<file path="src/rtl/lcd_seq_pkg.sv">
package lcd_seq_pkg;

   localparam int N_CMD  = 4;
   localparam int N_CHR  = 4;
   localparam int N_XFER = N_CMD + N_CHR;
   localparam int STEP_W = $clog2(N_XFER);

   // one-hot phase code; idle is all-zero so the strobe is a single flop bit
   typedef enum logic [2:0] {
      PH_IDLE  = 3'b000,
      PH_SETUP = 3'b001,
      PH_PULSE = 3'b010,
      PH_GAP   = 3'b100
   } lcd_phase_e;

   typedef struct packed {
      logic [7:0] code;
      logic       is_char;
   } lcd_xfer_t;

endpackage

</file>
<file path="src/rtl/lcd_seq_rom.sv">
module lcd_seq_rom
   import lcd_seq_pkg::*;
(
   input  logic [STEP_W-1:0] step,
   output lcd_xfer_t         xfer
);

   always_comb begin
      xfer.is_char = (int'(step) >= N_CMD);
      unique case (step)
         3'd0:    xfer.code = 8'h38;
         3'd1:    xfer.code = 8'h01;
         3'd2:    xfer.code = 8'h06;
         3'd3:    xfer.code = 8'h0C;
         3'd4:    xfer.code = 8'h53;
         3'd5:    xfer.code = 8'h48;
         3'd6:    xfer.code = 8'h52;
         default: xfer.code = 8'h49;
      endcase
   end

endmodule

</file>
<file path="src/rtl/lcd_seq_timer.sv">
module lcd_seq_timer #(
   parameter int CNT_W   = 8,
   parameter int RST_VAL = 0
) (
   input  logic             clk,
   input  logic             rst_n,
   input  logic             load,
   input  logic [CNT_W-1:0] load_val,
   output logic             expired
);

   logic [CNT_W-1:0] remain_q;

   always_ff @(posedge clk or negedge rst_n) begin
      if (!rst_n)
         remain_q <= CNT_W'(RST_VAL);
      else if (load)
         remain_q <= load_val;
      else if (remain_q != '0)
         remain_q <= remain_q - 1'b1;
   end

   assign expired = (remain_q == '0);

endmodule

</file>
<file path="src/rtl/lcd_seq_fsm.sv">
module lcd_seq_fsm
   import lcd_seq_pkg::*;
#(
   parameter int CNT_W      = 8,
   parameter int SETUP_CYC  = 1,
   parameter int E_HIGH_CYC = 1,
   parameter int GAP_CYC    = 1
) (
   input  logic              clk,
   input  logic              rst_n,
   input  logic              expired,
   output logic              load,
   output logic [CNT_W-1:0]  load_val,
   output lcd_phase_e        phase,
   output logic [STEP_W-1:0] step
);

   localparam logic [CNT_W-1:0] LD_SETUP = CNT_W'(SETUP_CYC - 1);
   localparam logic [CNT_W-1:0] LD_PULSE = CNT_W'(E_HIGH_CYC - 1);
   localparam logic [CNT_W-1:0] LD_GAP   = CNT_W'(GAP_CYC - 1);
   localparam logic [STEP_W-1:0] LAST   = STEP_W'(N_XFER - 1);

   lcd_phase_e        phase_q, phase_d;
   logic [STEP_W-1:0] step_q, step_d;

   always_comb begin
      phase_d  = phase_q;
      step_d   = step_q;
      load     = 1'b0;
      load_val = '0;
      unique case (phase_q)
         PH_SETUP: if (expired) begin
            phase_d  = PH_PULSE;
            load     = 1'b1;
            load_val = LD_PULSE;
         end
         PH_PULSE: if (expired) begin
            phase_d  = PH_GAP;
            load     = 1'b1;
            load_val = LD_GAP;
         end
         PH_GAP: if (expired) begin
            if (step_q == LAST) begin
               phase_d = PH_IDLE;
            end else begin
               phase_d  = PH_SETUP;
               step_d   = step_q + 1'b1;
               load     = 1'b1;
               load_val = LD_SETUP;
            end
         end
         default: phase_d = PH_IDLE;
      endcase
   end

   always_ff @(posedge clk or negedge rst_n) begin
      if (!rst_n) begin
         phase_q <= PH_SETUP;
         step_q  <= '0;
      end else begin
         phase_q <= phase_d;
         step_q  <= step_d;
      end
   end

   assign phase = phase_q;
   assign step  = step_q;

endmodule

</file>
<file path="src/rtl/lcd_seq_top.sv">
module lcd_seq_top
   import lcd_seq_pkg::*;
#(
   parameter int CLK_PERIOD_NS = 20,
   parameter int E_MIN_NS      = 450,
   parameter int SETUP_CYC     = 2,
   parameter int GAP_CYC       = 40,
   parameter bit IDLE_ZERO_BUS = 1'b0
) (
   input  logic       clk,
   input  logic       rst_n,
   output logic [7:0] lcd_data,
   output logic       lcd_rs,
   output logic       lcd_rw,
   output logic       lcd_en
);

   localparam int E_HIGH_CYC = (E_MIN_NS + CLK_PERIOD_NS - 1) / CLK_PERIOD_NS;
   localparam int MAX_A      = (E_HIGH_CYC > GAP_CYC) ? E_HIGH_CYC : GAP_CYC;
   localparam int MAX_CYC    = (MAX_A > SETUP_CYC) ? MAX_A : SETUP_CYC;
   localparam int CNT_W      = (MAX_CYC < 2) ? 1 : $clog2(MAX_CYC);

   if (CLK_PERIOD_NS < 1) begin : g_bad_period
      $error("lcd_seq_top: CLK_PERIOD_NS must be positive");
   end
   if (E_MIN_NS < 1) begin : g_bad_width
      $error("lcd_seq_top: E_MIN_NS must be positive");
   end
   if (SETUP_CYC < 1) begin : g_bad_setup
      $error("lcd_seq_top: SETUP_CYC must be at least 1");
   end
   if (GAP_CYC < 1) begin : g_bad_gap
      $error("lcd_seq_top: GAP_CYC must be at least 1");
   end

   logic              expired;
   logic              load;
   logic [CNT_W-1:0]  load_val;
   lcd_phase_e        phase;
   logic [STEP_W-1:0] step;
   lcd_xfer_t         xfer;

   lcd_seq_timer #(
      .CNT_W   (CNT_W),
      .RST_VAL (SETUP_CYC - 1)
   ) u_timer (
      .clk      (clk),
      .rst_n    (rst_n),
      .load     (load),
      .load_val (load_val),
      .expired  (expired)
   );

   lcd_seq_fsm #(
      .CNT_W      (CNT_W),
      .SETUP_CYC  (SETUP_CYC),
      .E_HIGH_CYC (E_HIGH_CYC),
      .GAP_CYC    (GAP_CYC)
   ) u_fsm (
      .clk      (clk),
      .rst_n    (rst_n),
      .expired  (expired),
      .load     (load),
      .load_val (load_val),
      .phase    (phase),
      .step     (step)
   );

   lcd_seq_rom u_rom (
      .step (step),
      .xfer (xfer)
   );

   // strobe comes straight from the one-hot pulse bit: no decode glitch
   assign lcd_en = phase[1];
   assign lcd_rw = 1'b0;
   assign lcd_rs = xfer.is_char;

   if (IDLE_ZERO_BUS) begin : g_idle_zero
      assign lcd_data = (phase == PH_IDLE) ? 8'h00 : xfer.code;
   end else begin : g_idle_hold
      assign lcd_data = xfer.code;
   end

endmodule

</file>
<file path="config.mk">
export PLATFORM = sky130hd
export DESIGN_NAME = lcd_seq_top
export DESIGN_NICKNAME = d
export VERILOG_FILES = /design/src/rtl/lcd_seq_pkg.sv /design/src/rtl/lcd_seq_rom.sv /design/src/rtl/lcd_seq_timer.sv /design/src/rtl/lcd_seq_fsm.sv /design/src/rtl/lcd_seq_top.sv
export SDC_FILE = /design/constraint.sdc
export NUM_CORES = 1
export LEC_CHECK = 0
export BUFFER_PORTS_ARGS = -buffer_cell sky130_fd_sc_hd__buf_2
export CORE_MARGIN = 5
export CORE_UTILIZATION = 51
export DETAILED_ROUTE_END_ITERATION = 8
export HOLD_SLACK_MARGIN = 0.08
export PLACE_DENSITY = 0.7
export SLEW_MARGIN = 10
export SYNTH_ARGS = -nofsm -noshare
export SYNTH_HDL_FRONTEND = slang
export SYNTH_SLANG_ARGS = --single-unit
export TNS_END_PERCENT = 100
</file>
<file path="constraint.sdc">
create_clock -name clk -period 6.3 [get_ports clk]
set_input_delay 0.945 -clock clk [delete_from_list [all_inputs] [get_ports clk]]
set_output_delay 0.945 -clock clk [all_outputs]
set_load 0.01 [all_outputs]
</file>
; Yosys cells after proc, flatten, opt, wreduce, memory -nomap -nowiden
; Cells that the tools add are included.
[op_classes]
addsub = 2
order_cmp = 1
n_eq_ne = 13
n_mux = 17
n_bitwise = 1
reduce_logical = 7
[op_table]
columns = cell, count
row1 = $pmux 7 s7, 1
row2 = $mux 6, 4
row3 = $pmux 6 s3, 1
row4 = $eq 3x3->1 const B, 5
row5 = $eq 3x2->1 const B, 3
row6 = $mux 3, 3
row7 = $pmux 3 s3, 1
row8 = $eq 3x1->1 const B, 2
row9 = $logic_not 6->1, 1
row10 = $ne 2x2->1 const B, 3
row11 = $reduce_and 3->1, 2
row12 = $reduce_bool 6->1, 1
row13 = $sub 6x1->6 const B, 1
row14 = $mux 1, 5
row15 = $mux 5, 1
row16 = $add 3x1->3 const B, 1
row17 = $ge 3x3->1 const B, 1
row18 = $logic_not 3->1, 1
row19 = $pmux 1 s2, 1
row20 = $reduce_bool 2->1, 1
row21 = $reduce_or 2->1, 1
row22 = $not 1->1, 1
[totals]
reg_bits = 12
in_bits = 2
out_inout_bits = 11
wordCells = 44

; Longest topological paths before layout
[depth]
word_depth = 5
mapped_depth = 7
ltp_nobuf = 5

; Hierarchy
; Synthesis repeated with hierarchy kept, for this count alone.
[unflattened]
cells_unflattened = 84
area_unflattened_um2 = 833.3
[by_module_without_submodules]
columns = module, instances, cells_per_inst, area_per_inst_um2, seq_area_each_um2
row1 = lcd_seq_timer, 1, 40, 401.6, 151.4
row2 = lcd_seq_fsm, 1, 29, 344.1, 151.4
row3 = lcd_seq_rom, 1, 13, 76.3, 0.0
row4 = lcd_seq_top, 1, 2, 11.3, 0.0

; Least setup slack after synthesis
; No wires, ideal clock.
[synth_timing]
path_kind = register -> output
from = register u_fsm.step_q[2] (netlist: u_fsm.step[2])
to = output lcd_data[1]
arrival_time_ns = 1.528
slack_ns = 3.827
path_stages_with_launch = 7
path_cell_list = dfrtp_1 clkbuf_1 inv_1 ha_1 or3_1 a21oi_1 a21oi_1
[synth_via]
elab_chain_cells = 2
[synth_lines]
columns = item, line_no
row1 = "start, declared", lcd_seq_fsm.sv:24  ; logic [STEP_W-1:0] step_q, step_d;
row2 = "start signal, assigned", lcd_seq_fsm.sv:62  ; step_q <= step_d;
row3 = "$eq 3x3->1, or another cell as far along", lcd_seq_rom.sv:10  ; unique case (step)
row4 = $pmux 7 s7 *, lcd_seq_rom.sv:10
row5 = "end, declared", lcd_seq_top.sv:12  ; output logic [7:0] lcd_data,
; Mark *: on every way between the ends. The rest lies on a longest branch, timed or not.

; Worst setup path in the final report
[layout_timing]
from = register u_fsm.step_q[0] (netlist: u_fsm.step[0])
to = output lcd_data[1]
; Same word-level chain as after synthesis.

==> metrics.txt <==
# TYPE chip_impl_metric gauge
chip_impl_info{name="run_status",value="finished clean"} 1
chip_impl_metric{name="die-area",unit="mm²"} 0.00276
chip_impl_metric{name="power_per_cell_area",unit="mW/mm²"} 146
chip_impl_metric{name="dr_total_vias",unit=""} 738
chip_impl_info{name="setup_repair_after_global_routing_missed_its_margin",value="false"} 1
chip_impl_metric{name="routed_wl",unit="µm"} 1830
chip_impl_metric{name="timing.final.crit_share",unit="%"} 46.1
chip_impl_metric{name="grt-ovfl-total",unit=""} 0
chip_impl_metric{name="clkSinkCount",unit=""} 12
chip_impl_metric{name="routed-wl-met2",unit="µm"} 875
chip_impl_metric{name="clock_path_buffers",unit=""} 2
chip_impl_metric{name="post_cts_resize_count",unit=""} 0
chip_impl_metric{name="tightestPinTransition",unit="ns"} 0.784
chip_impl_metric{name="layout_min_cycle_time",unit="ns"} 2.91
chip_impl_metric{name="clk_transition_reported_paths",unit="ns"} 0.08
chip_impl_metric{name="worst_skew_pair.late_latency",unit="ns"} 0.29
chip_impl_metric{name="worst-path-max-fanout",unit=""} 6
chip_impl_metric{name="postSynthCellCount",unit=""} 100
chip_impl_info{name="cts_tree",value="built"} 1
chip_impl_metric{name="ir_drop",unit="µV"} 102
chip_impl_metric{name="post-layout-total-power",unit="µW"} 143
chip_impl_metric{name="via_count_of_the_first_global_routing_pass",unit=""} 705
chip_impl_metric{name="post_route_cells_drive_above_1_share",unit="%"} 18.1
chip_impl_metric{name="cts-hold-fix-buffers",unit=""} 0
chip_impl_metric{name="number_of_synthesized_flops_with_an_enable_pin",unit=""} 0
chip_impl_metric{name="n_antenna_cell",unit=""} 0
chip_impl_metric{name="netlist-cell-type-count",unit=""} 35
chip_impl_metric{name="grt_usage",unit="%"} 15.7
chip_impl_metric{name="buffer_ports.inserted",unit=""} 10
chip_impl_info{name="postSynth.topFlopCell",value="sky130_fd_sc_hd__dfrtp_1"} 1
chip_impl_metric{name="postCtsSetupRepairBufs",unit=""} 0
chip_impl_metric{name="max_cap_viol_count",unit=""} 0
chip_impl_metric{name="drt_first_pass_iters",unit=""} 4
chip_impl_metric{name="timing.setup.tns",unit="ns"} 0
chip_impl_metric{name="postSynthRegisterBits",unit=""} 12
chip_impl_metric{name="cts_inserted_buffers",unit=""} 3
chip_impl_metric{name="grt_max_degree",unit=""} 14
chip_impl_metric{name="fmax",unit="MHz"} 344
chip_impl_metric{name="regToRegSetupSlack",unit="ns"} 4.06
chip_impl_metric{name="die_height",unit="µm"} 52.5
chip_impl_metric{name="gp_congestion",unit=""} 0.803
chip_impl_info{name="r2r-start",value="u_fsm.step[0]$_DFFE_PN0P_"} 1
chip_impl_metric{name="final_antenna_net_count",unit=""} 0
chip_impl_metric{name="post_dp_cell_area",unit="µm²"} 946
chip_impl_metric{name="met3_length",unit="µm"} 76
chip_impl_metric{name="ioPinCount",unit=""} 13
chip_impl_metric{name="starting_utilization_of_the_core_area",unit="%"} 53.3
chip_impl_info{name="end_kind",value="primary output"} 1
chip_impl_info{name="timing.critical_path.from_type",value="flop"} 1
chip_impl_info{name="hold_path.class",value="in2async"} 1
chip_impl_info{name="clock-root-buffer",value="sky130_fd_sc_hd__clkbuf_4"} 1
chip_impl_metric{name="wl_per_cell",unit="µm"} 14.0
chip_impl_metric{name="post_synth_instance_area",unit="µm²"} 921
chip_impl_metric{name="chipWidth",unit="µm"} 52.5
chip_impl_metric{name="ff2ff_path_depth",unit=""} 5
chip_impl_metric{name="1st_iter_drt_viols",unit=""} 17
chip_impl_info{name="timing_worst_setup_path_type",value="reg2out"} 1
chip_impl_metric{name="leakage",unit="nW"} 0.469
chip_impl_metric{name="route.detailed.vias_per_inst",unit=""} 5.68
chip_impl_metric{name="synth-warning-count",unit=""} 0
chip_impl_info{name="regToRegEndpoint",value="u_fsm.step[1]$_DFFE_PN0P_"} 1
chip_impl_metric{name="clock-skew-final",unit="ns"} 0.00855
chip_impl_metric{name="grt_first_pass_wirelength",unit="µm"} 3180
chip_impl_metric{name="core",unit="mm²"} 0.00173
chip_impl_metric{name="h_tree_level_count",unit=""} 1
chip_impl_metric{name="wl_met1",unit="µm"} 831
chip_impl_metric{name="finalSetupViolCount",unit=""} 0
chip_impl_metric{name="finalInstanceArea",unit="µm²"} 982
chip_impl_metric{name="layout-area-overhead-vs-synth",unit="%"} 6.66
chip_impl_metric{name="cp.arrival",unit="ns"} 1.96
chip_impl_metric{name="hpwl",unit="µm"} 1340
chip_impl_metric{name="slew_violations",unit=""} 0
chip_impl_metric{name="sequential_area_share_after_synthesis",unit="%"} 32.9
chip_impl_metric{name="nNetsFinal",unit=""} 116
chip_impl_metric{name="core.rowCount",unit=""} 15
chip_impl_metric{name="max-slew-margin-rel",unit="%"} 47.4
chip_impl_metric{name="finalHoldViolations",unit=""} 0
chip_impl_metric{name="syn_avg_cell_area",unit="µm²"} 9.21
chip_impl_metric{name="async_reset_ff_share",unit="%"} 100
chip_impl_metric{name="detail_route.drc_violations",unit=""} 0
chip_impl_info{name="route.top_layer_used",value="met4"} 1
chip_impl_metric{name="antenna_found_initial",unit=""} 0
chip_impl_metric{name="req_time_crit_path",unit="ns"} 5.35
==> synth_stat cells, drive strengths merged, types with 2 or more instances <==
cell type  number  area (µm²)
dfrtp          10         250
ha              8         100
a21oi           6        30.0
clkbuf          6        22.5
inv             6        22.5
nor2            6        22.5
o21ai           6        30.0
xnor2           5        43.8
buf             4        37.5
nor3            4        20.0
mux2i           3        30.0
nand2b          3        18.8
nor2b           3        18.8
o31ai           3        22.5
or3             3        23.8
a21o            2        15.0
a22oi           2        15.0
dfstp           2        52.6
nand2           2        7.51
nand4           2        12.5
nand4b          2        17.5
==> report_power, final <==
part           internal, mW  leakage, nW  switching [mW]
logic              0.000228        0.287         0.00194
registers            0.0770        0.160               0
clock network        0.0352       0.0210          0.0288
==> cells in the final DEF, fill, tap and decap left out, types with 3 or more instances in the layout <==
cell type	n
sky130_fd_sc_hd__inv_1	6
sky130_fd_sc_hd__o21ai_0	6
sky130_fd_sc_hd__nor3_1	4
sky130_fd_sc_hd__ha_1	8
sky130_fd_sc_hd__mux2i_1	3
sky130_fd_sc_hd__nand2b_1	3
sky130_fd_sc_hd__o31ai_1	3
sky130_fd_sc_hd__clkbuf_4	3
sky130_fd_sc_hd__dfrtp_1	10
sky130_fd_sc_hd__a21oi_1	6
sky130_fd_sc_hd__nor2b_1	3
sky130_fd_sc_hd__xnor2_1	5
sky130_fd_sc_hd__buf_2	10
sky130_fd_sc_hd__nor2_1	6
==> worst max-delay path: stages (launching register included) <==
cell and delay, ns:
sky130_fd_sc_hd__dfrtp_1 0.45, sky130_fd_sc_hd__ha_1 0.26, sky130_fd_sc_hd__ha_1 0.25, sky130_fd_sc_hd__or3_1 0.36, sky130_fd_sc_hd__a21oi_1 0.16, sky130_fd_sc_hd__a21oi_1 0.05
sky130_fd_sc_hd__buf_2 0.15
==> per-stage QoR <==
step                      utilization (%)  setup WS (ns)  instances  hold slack, ns
after detailed placement             54.8           3.69        126           0.576
after global placement               54.8           3.77        126           0.561
final                                56.9           3.39        130           0.511
after floorplan                         -           3.83        101           0.533
after CTS                            56.9           3.38        130           0.536
after global routing                 56.9           3.25        130           0.536
==> flip-flops by register name, indices dropped and copies added (netlist names) <==
name and cells:
u_timer.remain_q 6, u_fsm.step 3, u_fsm.phase 3
==> worst max path at each step <==
stage,startpoint,to
global route,u_fsm.step[2]$_DFFE_PN0P_,lcd_data[1]
CTS,u_fsm.step[0]$_DFFE_PN0P_,lcd_data[1]
detailed placement,u_fsm.step[0]$_DFFE_PN0P_,lcd_data[1]
floorplan,u_fsm.step[2]$_DFFE_PN0P_,lcd_data[1]
finish,u_fsm.step[0]$_DFFE_PN0P_,lcd_data[1]
global placement,u_fsm.step[0]$_DFFE_PN0P_,lcd_data[1]
==> kinds of logic (layout without fill, tap and decap cells) <==
family | Yosys count | count (layout) | synth area share (%)
compound gates | 24 | 24 | 17.3
xor+xnor | 5 | 5 | 4.76
fa+ha+maj | 8 | 8 | 10.9
buf+inv | 16 | 20 | 8.97
flops | 12 | 12 | 32.9
mux | 4 | 4 | 4.89
other cells | 1 | 2 | 0.407
simple gates | 30 | 30 | 20.0
==> layout make-up <==
cell class | instances | area, µm²
fillers | 177 | 744
multi-input cells | 73 | 539
flip-flops and latches | 12 | 303
repair buffers | 10 | 50.0
clock buffers | 4 | 36.3
well taps | 25 | 31.3
inverters | 6 | 22.5
==> layer usage <==
metal,up-vias,GRT usage [%]
li1,364,-
met1,352,18.7
met2,17,25.8
met3,5,2.85
met4,0,9.79
met5,-,0
Power figures use the tool's default switching activity.
